**config.mk**
```make
export PLATFORM = sky130hd
export DESIGN_NAME = ovuv_supervisor
export DESIGN_NICKNAME = d
export VERILOG_FILES = /design/src/rtl/ovuv_pkg.sv /design/src/rtl/ovuv_compare.sv /design/src/rtl/ovuv_seq.sv /design/src/rtl/ovuv_pulse.sv /design/src/rtl/ovuv_pg.sv /design/src/rtl/ovuv_supervisor.sv
export SDC_FILE = /design/constraint.sdc
export NUM_CORES = 1
export LEC_CHECK = 0
export BUFFER_PORTS_ARGS = -buffer_cell sky130_fd_sc_hd__buf_2
export CAP_MARGIN = 20
export CORE_MARGIN = 2
export CORE_UTILIZATION = 58
export DETAILED_ROUTE_END_ITERATION = 8
export PLACE_DENSITY_LB_ADDON = 0.3
export REMOVE_ABC_BUFFERS = 1
export SLEW_MARGIN = 20
export SYNTH_ARGS = -nofsm -noshare
export SYNTH_HDL_FRONTEND = slang
export SYNTH_HIERARCHICAL = 1
export SYNTH_SLANG_ARGS = --single-unit
```
**constraint.sdc**
```tcl
create_clock -name clk -period 4.8 [get_ports clk]
set_clock_uncertainty 0.1 [all_clocks]
set_input_delay 0.96 -clock clk [delete_from_list [all_inputs] [get_ports clk]]
set_output_delay 0.96 -clock clk [all_outputs]
set_load 0.02 [all_outputs]
```
**src/rtl/ovuv_pkg.sv**
```systemverilog
// Shared definitions for the output-voltage supervisor.
// Assumes: three power-good sources in the fixed order OV, UV, OC.
package ovuv_pkg;
    typedef enum logic [1:0] {
        ST_OFF   = 2'd0,
        ST_RUN   = 2'd1,
        ST_DISCH = 2'd2,
        ST_HOLD  = 2'd3
    } sup_state_t;

    localparam int PG_SRC_N  = 3;
    localparam int PG_SRC_OV = 0;
    localparam int PG_SRC_UV = 1;
    localparam int PG_SRC_OC = 2;
endpackage

```
**src/rtl/ovuv_compare.sv**
```systemverilog
// Window comparator: registers the overvoltage, undervoltage and in-window
// results of every valid sample and holds them between samples.
// Assumes: unsigned samples and limits of equal width.
module ovuv_compare #(
    parameter int VW = 12
) (
    input  logic          clk,
    input  logic          rst_n,
    input  logic          sample_valid,
    input  logic [VW-1:0] sample,
    input  logic [VW-1:0] ov_limit,
    input  logic [VW-1:0] uv_limit,
    output logic          ov_now,
    output logic          uv_now,
    output logic          in_win
);
    // Capture the comparison results on each accepted sample.
    always_ff @(posedge clk) begin
        if (!rst_n) begin
            ov_now <= 1'b0;
            uv_now <= 1'b0;
            in_win <= 1'b0;
        end else if (sample_valid) begin
            ov_now <= sample > ov_limit;
            uv_now <= sample < uv_limit;
            in_win <= (sample <= ov_limit) && (sample >= uv_limit);
        end
    end
endmodule

```
**src/rtl/ovuv_seq.sv**
```systemverilog
// Fault sequencer: run/discharge/hold state machine, retry timer and the
// sticky fault bits.
// Assumes: comparator results are registered; enable low is a full re-arm.
module ovuv_seq
    import ovuv_pkg::*;
#(
    parameter int RW = 16
) (
    input  logic          clk,
    input  logic          rst_n,
    input  logic          enable,
    input  logic          open_sense,
    input  logic          ss_done,
    input  logic          retry_en,
    input  logic [RW-1:0] retry_wait,
    input  logic          clear_faults,
    input  logic          ov_now,
    input  logic          uv_now,
    output sup_state_t    state,
    output logic          start_disch,
    output logic          fault_ov,
    output logic          fault_uv
);
    sup_state_t    nxt;
    logic [RW-1:0] wcnt;
    logic          set_uv;

    // Next-state decision; frozen while the sense path is open.
    always_comb begin
        nxt         = state;
        start_disch = 1'b0;
        set_uv      = 1'b0;
        if (!enable) begin
            nxt = ST_OFF;
        end else if (!open_sense) begin
            case (state)
                ST_OFF:   nxt = ST_RUN;
                ST_RUN: begin
                    if (ov_now) begin
                        nxt         = ST_DISCH;
                        start_disch = 1'b1;
                    end else if (uv_now && ss_done) begin
                        nxt    = ST_HOLD;
                        set_uv = 1'b1;
                    end
                end
                ST_DISCH: if (!ov_now) nxt = ST_HOLD;
                ST_HOLD:  if (retry_en && (wcnt >= retry_wait)) nxt = ST_RUN;
                default:  nxt = ST_OFF;
            endcase
        end
    end

    // State register.
    always_ff @(posedge clk) begin
        if (!rst_n) state <= ST_OFF;
        else        state <= nxt;
    end

    // Retry timer: counts cycles spent in hold, restarts on every entry.
    always_ff @(posedge clk) begin
        if (!rst_n) begin
            wcnt <= '0;
        end else if (state == ST_HOLD && nxt == ST_HOLD) begin
            if (retry_en && !open_sense && wcnt != '1) wcnt <= wcnt + 1'b1;
        end else begin
            wcnt <= '0;
        end
    end

    // Sticky fault bits: set on trip, cleared by strobe or enable low.
    always_ff @(posedge clk) begin
        if (!rst_n || !enable) begin
            fault_ov <= 1'b0;
            fault_uv <= 1'b0;
        end else begin
            fault_ov <= start_disch | (fault_ov & ~clear_faults);
            fault_uv <= set_uv      | (fault_uv & ~clear_faults);
        end
    end
endmodule

```
**src/rtl/ovuv_pulse.sv**
```systemverilog
// Low-side request generator: a square wave with equal high and low times,
// started high on entry to discharge, stopped when discharge ends.
// Assumes: a half period of zero is treated as one cycle.
module ovuv_pulse #(
    parameter int PW = 8
) (
    input  logic          clk,
    input  logic          rst_n,
    input  logic          start,
    input  logic          hold,
    input  logic [PW-1:0] half,
    output logic          lsw
);
    logic [PW-1:0] half_eff;
    logic [PW-1:0] pcnt;

    // Clamp the half period to at least one cycle.
    assign half_eff = (half == '0) ? PW'(1) : half;

    // Phase counter and output toggle.
    always_ff @(posedge clk) begin
        if (!rst_n) begin
            lsw  <= 1'b0;
            pcnt <= '0;
        end else if (start) begin
            lsw  <= 1'b1;
            pcnt <= PW'(1);
        end else if (hold) begin
            if (pcnt >= half_eff) begin
                lsw  <= ~lsw;
                pcnt <= PW'(1);
            end else begin
                pcnt <= pcnt + 1'b1;
            end
        end else begin
            lsw  <= 1'b0;
            pcnt <= '0;
        end
    end
endmodule

```
**src/rtl/ovuv_pg.sv**
```systemverilog
// Power-good qualifier: combines soft-start, window and open-sense status
// with the masked fault sources into one registered output.
// Assumes: one mask bit per source, same order as the source vector.
module ovuv_pg #(
    parameter int NSRC = 3
) (
    input  logic            clk,
    input  logic            rst_n,
    input  logic            enable,
    input  logic            ss_done,
    input  logic            in_win,
    input  logic            open_sense,
    input  logic [NSRC-1:0] src,
    input  logic [NSRC-1:0] mask,
    output logic            pg
);
    logic [NSRC-1:0] blocked;

    // One gate per source: only masked-in sources may block power-good.
    for (genvar i = 0; i < NSRC; i++) begin : g_src
        assign blocked[i] = src[i] & mask[i];
    end

    // Register the qualified power-good.
    always_ff @(posedge clk) begin
        if (!rst_n) pg <= 1'b0;
        else        pg <= enable && ss_done && in_win && !open_sense && !(|blocked);
    end
endmodule

```
**src/rtl/ovuv_supervisor.sv**
```systemverilog
// Output-voltage fault supervisor top: window compare, fault sequencing,
// low-side discharge pulses and power-good for one rail.
// Assumes: sample, limits and configuration are synchronous to clk.
module ovuv_supervisor
    import ovuv_pkg::*;
#(
    parameter int VW = 12,
    parameter int RW = 16,
    parameter int PW = 8
) (
    input  logic                clk,
    input  logic                rst_n,
    input  logic                enable,
    input  logic                ss_done,
    input  logic                retry_en,
    input  logic [RW-1:0]       retry_wait,
    input  logic                sample_valid,
    input  logic [VW-1:0]       sample,
    input  logic [VW-1:0]       ov_limit,
    input  logic [VW-1:0]       uv_limit,
    input  logic [PW-1:0]       pulse_half,
    input  logic                ocp_fault,
    input  logic                open_sense,
    input  logic [PG_SRC_N-1:0] pg_mask,
    input  logic                clear_faults,
    output logic                out_enable,
    output logic                fault_ov,
    output logic                fault_uv,
    output logic                alert,
    output logic                lsw_pulse,
    output logic                pg
);
    logic          ov_now, uv_now, in_win;
    sup_state_t    state;
    logic          start_disch;
    logic          lsw_q;
    logic [PG_SRC_N-1:0] pg_src;

    ovuv_compare #(.VW(VW)) i_cmp (
        .clk(clk), .rst_n(rst_n), .sample_valid(sample_valid), .sample(sample),
        .ov_limit(ov_limit), .uv_limit(uv_limit),
        .ov_now(ov_now), .uv_now(uv_now), .in_win(in_win)
    );

    ovuv_seq #(.RW(RW)) i_seq (
        .clk(clk), .rst_n(rst_n), .enable(enable), .open_sense(open_sense),
        .ss_done(ss_done), .retry_en(retry_en), .retry_wait(retry_wait),
        .clear_faults(clear_faults), .ov_now(ov_now), .uv_now(uv_now),
        .state(state), .start_disch(start_disch),
        .fault_ov(fault_ov), .fault_uv(fault_uv)
    );

    ovuv_pulse #(.PW(PW)) i_pulse (
        .clk(clk), .rst_n(rst_n), .start(start_disch),
        .hold((state == ST_DISCH) && ov_now), .half(pulse_half), .lsw(lsw_q)
    );

    // Fault sources in package order for the power-good mask.
    assign pg_src[PG_SRC_OV] = fault_ov;
    assign pg_src[PG_SRC_UV] = fault_uv;
    assign pg_src[PG_SRC_OC] = ocp_fault;

    ovuv_pg #(.NSRC(PG_SRC_N)) i_pg (
        .clk(clk), .rst_n(rst_n), .enable(enable), .ss_done(ss_done),
        .in_win(in_win), .open_sense(open_sense), .src(pg_src),
        .mask(pg_mask), .pg(pg)
    );

    // Output drive, gated off while the sense path is open.
    assign out_enable = (state == ST_RUN) && !open_sense;
    assign lsw_pulse  = lsw_q && !open_sense;
    assign alert      = fault_ov | fault_uv;
endmodule

```
# Yosys cells after proc, flatten, opt, wreduce, memory -nomap -nowiden
# Index checks and enable logic that the tools add are counted.
[totals]
regBits = 33
latchBits = 0
mem_bits_rw = 0
rom_bits = 0
input_bits = 72
out_inout_bits = 6
elab_cells = 83
mem_count = 0
[op_classes]
add_sub_neg = 2
multipliers = 0
div = 0
order_cmp = 6
eq_ne = 6
shifts = 0
mux = 23
bitwise = 12
n_reduce_logical = 23
[ops]
columns = ["cell", "n"]
rows = [
  ["$add 16x1->16 const B", 1],
  ["$ge 16x16->1", 1],
  ["$ne 16x16->1 const B", 1],
  ["$mux 1", 15],
  ["$logic_and 1x1->1", 13],
  ["$ge 12x12->1", 1],
  ["$gt 12x12->1", 1],
  ["$le 12x12->1", 1],
  ["$lt 12x12->1", 1],
  ["$mux 2", 6],
  ["$add 8x1->8 const B", 1],
  ["$ge 8x8->1", 1],
  ["$logic_not 8->1", 1],
  ["$mux 8", 1],
  ["$pmux 2 s4", 1],
  ["$eq 2x2->1 const B", 3],
  ["$and 1x1->1", 5],
  ["$logic_not 1->1", 4],
  ["$not 1->1", 4],
  ["$reduce_or 4->1", 1],
  ["$ne 3x3->1 const B", 1],
  ["$or 1x1->1", 3],
  ["$reduce_or 3->1", 1],
  ["$eq 2x1->1 const B", 1],
  ["3 further kinds", 3],
]

# Depth between registers and ports, before layout
[depth]
word_depth = 9
ltp_mapped = 8

# Hierarchy
# Netlist, hierarchy kept.
[by_module_without_submodules]
columns = ["module", "n_inst", "cells_each", "area_per_inst_um2", "seq_area_each_um2"]
rows = [
  ["ovuv_seq", 1, 173, 1471.4, 400.4],
  ["ovuv_compare", 1, 94, 706.9, 60.1],
  ["ovuv_pulse", 1, 72, 605.6, 180.2],
  ["ovuv_pg", 1, 5, 67.6, 20.0],
  ["ovuv_supervisor", 1, 4, 33.8, 0.0],
]

# Worst setup path before layout
# Ideal clock, no wire load.
[synth_timing]
path_kind = "input-to-reg"
startpoint = "in pulse_half[2]"
endpoint = "reg i_pulse.pcnt[0]"
arrival_time_ns = 2.523
setup_slack_ns = 2.054
stages = 7
n_path_buf = 0
cell_sequence = "nor4_1 -> a41o_1 -> ha_1 -> nand2b_4 -> a2111o_1 -> a311oi_1 -> a21oi_1"
[synth_between]
elab_chain_len = 6
[synth_rtl]
columns = ["item", "line", "rtl"]
rows = [
  ["start: declaration", "ovuv_supervisor.sv:21", "input logic [PW-1:0] pulse_half,"],
  ["$logic_not 8->1", "ovuv_pulse.sv:18", "assign half_eff = (half == '0) ? PW'(1) : half;"],
  ["$mux 8 (*)", "ovuv_pulse.sv:18", ""],
  ["$ge 8x8->1 (*)", "ovuv_pulse.sv:29", "if (pcnt >= half_eff) begin"],
  ["$mux 1 (*)", "ovuv_pulse.sv:29", ""],
  ["$mux 1 (*)", "ovuv_pulse.sv:28", "end else if (hold) begin"],
  ["$mux 1 (*)", "ovuv_pulse.sv:25", "end else if (start) begin"],
  ["end signal: assignment", "ovuv_pulse.sv:33", "pcnt <= pcnt + 1'b1;"],
  ["end: declaration", "ovuv_pulse.sv:15", "logic [PW-1:0] pcnt;"],
]
# Mark *: on every way between the ends. The rest lies on a longest branch, timed or not.
# A chain may end at the register's enable or synchronous reset.

# Worst setup path after layout
[layout_timing]
startpoint = "in retry_wait[13]"
endpoint = "reg i_seq.wcnt[5]"
[layout_between]
elab_chain_len = 9
[layout_rtl]
columns = ["item", "line", "rtl"]
rows = [
  ["start: declaration", "ovuv_supervisor.sv:16", "input logic [RW-1:0] retry_wait,"],
  ["$ge 16x16->1", "ovuv_seq.sv:48", "ST_HOLD: if (retry_en && (wcnt >= retry_wait)) nxt = ST_RUN;"],
  ["$logic_and 1x1->1", "ovuv_seq.sv:48", ""],
  ["$mux 2", "ovuv_seq.sv:48", ""],
  ["$pmux 2 s4", "ovuv_seq.sv:36", "case (state)"],
  ["$mux 2", "ovuv_seq.sv:35", "end else if (!open_sense) begin"],
  ["$mux 2", "ovuv_seq.sv:33", "if (!enable) begin"],
  ["$eq 2x2->1", "ovuv_seq.sv:64", "end else if (state == ST_HOLD && nxt == ST_HOLD) begin"],
  ["$logic_and 1x1->1", "ovuv_seq.sv:64", ""],
  ["$reduce_and 2->1 (no line)", "--", ""],
  ["end signal: assignment", "ovuv_seq.sv:65", "if (retry_en && !open_sense && wcnt != '1) wcnt <= wcnt + 1'b1;"],
  ["end: declaration", "ovuv_seq.sv:25", "logic [RW-1:0] wcnt;"],
]
# No other way between the ends.

==> results.md <==
* Reg2reg start: i_seq/wcnt[0]
* Die Span X at about 75 um
* Top Ports at between 70 and 80
* R2R setup slack at 2.38 ns
* Inserted Diodes at 0
* Synth cell types at between 60 and 70
* Max Clk Rate at roughly 0.36 GHz
* Async SR Flop Fraction at 0
* Final hold vios at 0
* Via density per instance at about 5.5
* Final worst path period need at about 2.8 ns
* Post-CTS sizing at 0
* DR DRC count at 0
* Leak at roughly 1.6 nW
* Total GRT Usage at 0.234
* Finished Cell Area at about 3400 um2
* Startpoint types: input port
* Row cnt at 25
* Largest net degree at the start of global routing at 18
* Critical Path Source: retry_wait[13]
* Post-synth EDFFs at 0
* Worst Path Max Fanout at 16
* Max-cap viol count at 0
* H-tree depth at 2
* Synth Area in Adders at 0.217
* Critical path endpoint category: register
* Synth Instances at between 300 and 400
* CTS Buffer Depth at 2
* Syn Std Cell Area at about 2900 um2
* Starting Density at 0.607
* Worst-path clk slew at about 0.060 ns
* RR Endpoint: i_seq/wcnt[15]
* Sequential element share of the synthesized area at 0.229
* Area after DPL at around 3300 um2
* Largest family of logic cells by synthesized area: simple AND/OR/NAND/NOR gates
* Die height at about 75 um
* Worst skew pair latency at ~0.28 ns
* Setup violations, final at 0
* Hold path cells at 2
* Yosys warns at 6
* Cells on worst reg2reg path at 6
* Number of global-route vias before repair at 2492
* Top_reg_cell synth: dfxtp_1
* Critical path class: in -> reg
* Routed Antenna Nets at 0
* CP arrival at between 2 and 3 ns
* DIE AREA at ~5600 um2
* Worst Path Required at between 4 and 5 ns
* Total Wirelength at roughly 6.0 mm
* Detailed placement HPWL at a little under 5 mm
* Final weighted congestion in routability-driven placement at ~0.85
* Clock Tree Root: clkbuf_8
* Final #Nets at between 500 and 600
* Power Density at roughly 180 nW/um2
* Synth Area in Compound Gates at 0.154
* Slew headroom at 0.385
* Port bufs at 77
* DR pass1 iterations at 4
* WL/cell at approximately 12 um
* Routed vias at 2705
* Initial antenna violation count at 0
* Synthesized area per cell at between 8 and 9 um2
* Setup ws final at ~2 ns
* Peak supply drop at ~0.00014 V
* RSZ-0062 raised after global routing: false
* Hold-fix buffers, CTS at 0
* Placement Setup Slack at ~1.8 ns
* CTS Sinks at 33
* Outcome: finished clean
* Post-synthesis simple-gate area fraction at 0.255
* Num CTS Buffers at 5
* TritonCTS clock tree: done
* Setup TNS at 0 ns
* Core area at between 4000 and 5000 um2
* Critical path endpoint: i_seq/wcnt[5]
* Tcrit/Tclk final at 0.579
* Layout area overhead at 18.4%
* DRT iter0 DRCs at ~110
* Hold Crit Class: reg -> reg
* Slew Limit Fails at 0
* Xor/xnor cell area share of the yosys netlist at 0.0607
* Mux cell area share after synthesis at 0.00347
* Synth Register Bits at 33
* GRT overflow at 0
* Global-route wire length before repair at 10.3 mm
* Worst-Margin Slew at 0.916 ns
* Postcts setup bufs at 0
* Finished Core Util at 0.719
* Share of cells above drive strength 1 at 0.234
==> metrics by stage <==
step                      total power [W]  hold slack [ns]  cells
after floorplan                  0.000346            0.337    344
after detailed placement         0.000395            0.357    488
after global placement           0.000391            0.347    488
after CTS                        0.000607            0.366    495
after global routing             0.000632            0.403    495
final                            0.000599            0.368    495
==> layout by cell type, fill, tap and decap left out, types with 2 or more instances in the layout <==
master / n
nor3b_1: 2
o2111ai_1: 2
nor2b_1: 3
clkbuf_8: 6
nand2_1: 20
nand2b_4: 2
nor4_1: 17
or3_1: 2
o21ai_1: 2
a21oi_1: 21
nand3b_1: 2
a211oi_1: 3
o211ai_1: 3
buf_2: 77
o21ai_0: 8
xor2_1: 2
nor3b_2: 2
nor3_1: 9
and2_1: 2
ha_1: 50
xnor2_1: 18
nand3_1: 12
dfxtp_1: 33
nor4_2: 2
and2b_1: 2
and3b_1: 2
inv_1: 55
nor2_1: 19
and3_1: 2
a2111oi_2: 2
nand2b_1: 3
nand4_1: 12
==> routing by layer <==
| metal | track usage | vias to the layer above | share of wire |
|---|---|---|---|
| met4 | 0.0655 | 0 | 0.012 |
| met3 | 0.0528 | 8 | 0.051 |
| met2 | 0.422 | 72 | 0.49 |
| met1 | 0.279 | 1216 | 0.45 |
| li1 | - | 1409 | - |
| met5 | 0 | - | 0 |
==> final cells by class <==
type / count / area (um2)
sequential: 33 / 661
clock buffer: 7 / 86.3
multi-input combinational: 255 / 1990
tap: 67 / 83.8
fill: 401 / 1340
inverter: 56 / 210
timing repair buffer: 77 / 385
==> report_power, final <==
part | total [W] | internal, W | switching [W] | leakage (nW)
registers | 0.000279 | 0.000276 | 0.00000231 | 0.266
logic | 0.000109 | 0.0000551 | 0.0000542 | 1.30
clock network | 0.000211 | 0.000114 | 0.0000977 | 0.0443
total | 0.000599 | 0.000445 | 0.000154 | 1.61
==> worst max-delay path: stages <==
cell,delay [ns]
buf_2,0.07
inv_1,0.03
ha_1,0.30
a21oi_1,0.15
o21ai_1,0.14
a2111oi_2,0.44
a31oi_2,0.41
nor4_1,0.35
==> logic make-up after synthesis <==
group	after synthesis
buffers and inverters	60
multiplexers	1
AND/OR/NAND/NOR	123
XOR/XNOR	20
adder cells (fa/ha/maj)	50
AO/OA/AOI/OAI	61
flip-flops	33
==> how the worst min path moves through the flow <==
stage | from | endpoint | slack [ns]
3_5_place_dp | i_cmp/in_win | i_cmp/in_win | 0.36
3_3_place_gp | i_cmp/in_win | i_cmp/in_win | 0.35
4_1_cts | i_cmp/in_win | i_cmp/in_win | 0.37
2_1_floorplan | i_cmp/in_win | i_cmp/in_win | 0.34
6_report | i_cmp/in_win | i_cmp/in_win | 0.37
5_1_grt | i_cmp/in_win | i_cmp/in_win | 0.40
==> sequential cells by signal, summed over array words and instances (netlist names) <==
signal and count:
i_cmp/ov_now 1, i_seq/fault_uv 1, i_pulse/lsw 1, i_cmp/uv_now 1
i_cmp/in_win 1, i_pulse/pcnt 8, i_seq/wcnt 16, i_pg/pg 1
i_seq/state 2, i_seq/fault_ov 1
==> cells in the mapped netlist, types with 8 or more instances <==
| master | instances | area (um2) |
|---|---|---|
| inv_1 | 55 | 206 |
| ha_1 | 50 | 626 |
| dfxtp_1 | 33 | 661 |
| a21oi_1 | 21 | 105 |
| nand2_1 | 20 | 75.1 |
| nor2_1 | 19 | 71.3 |
| xnor2_1 | 18 | 158 |
| nor4_1 | 17 | 106 |
| nand3_1 | 12 | 60.1 |
| nand4_1 | 12 | 75.1 |
| nor3_1 | 9 | 45.0 |
| o21ai_0 | 8 | 40.0 |
Power figures use the tool's default switching activity.
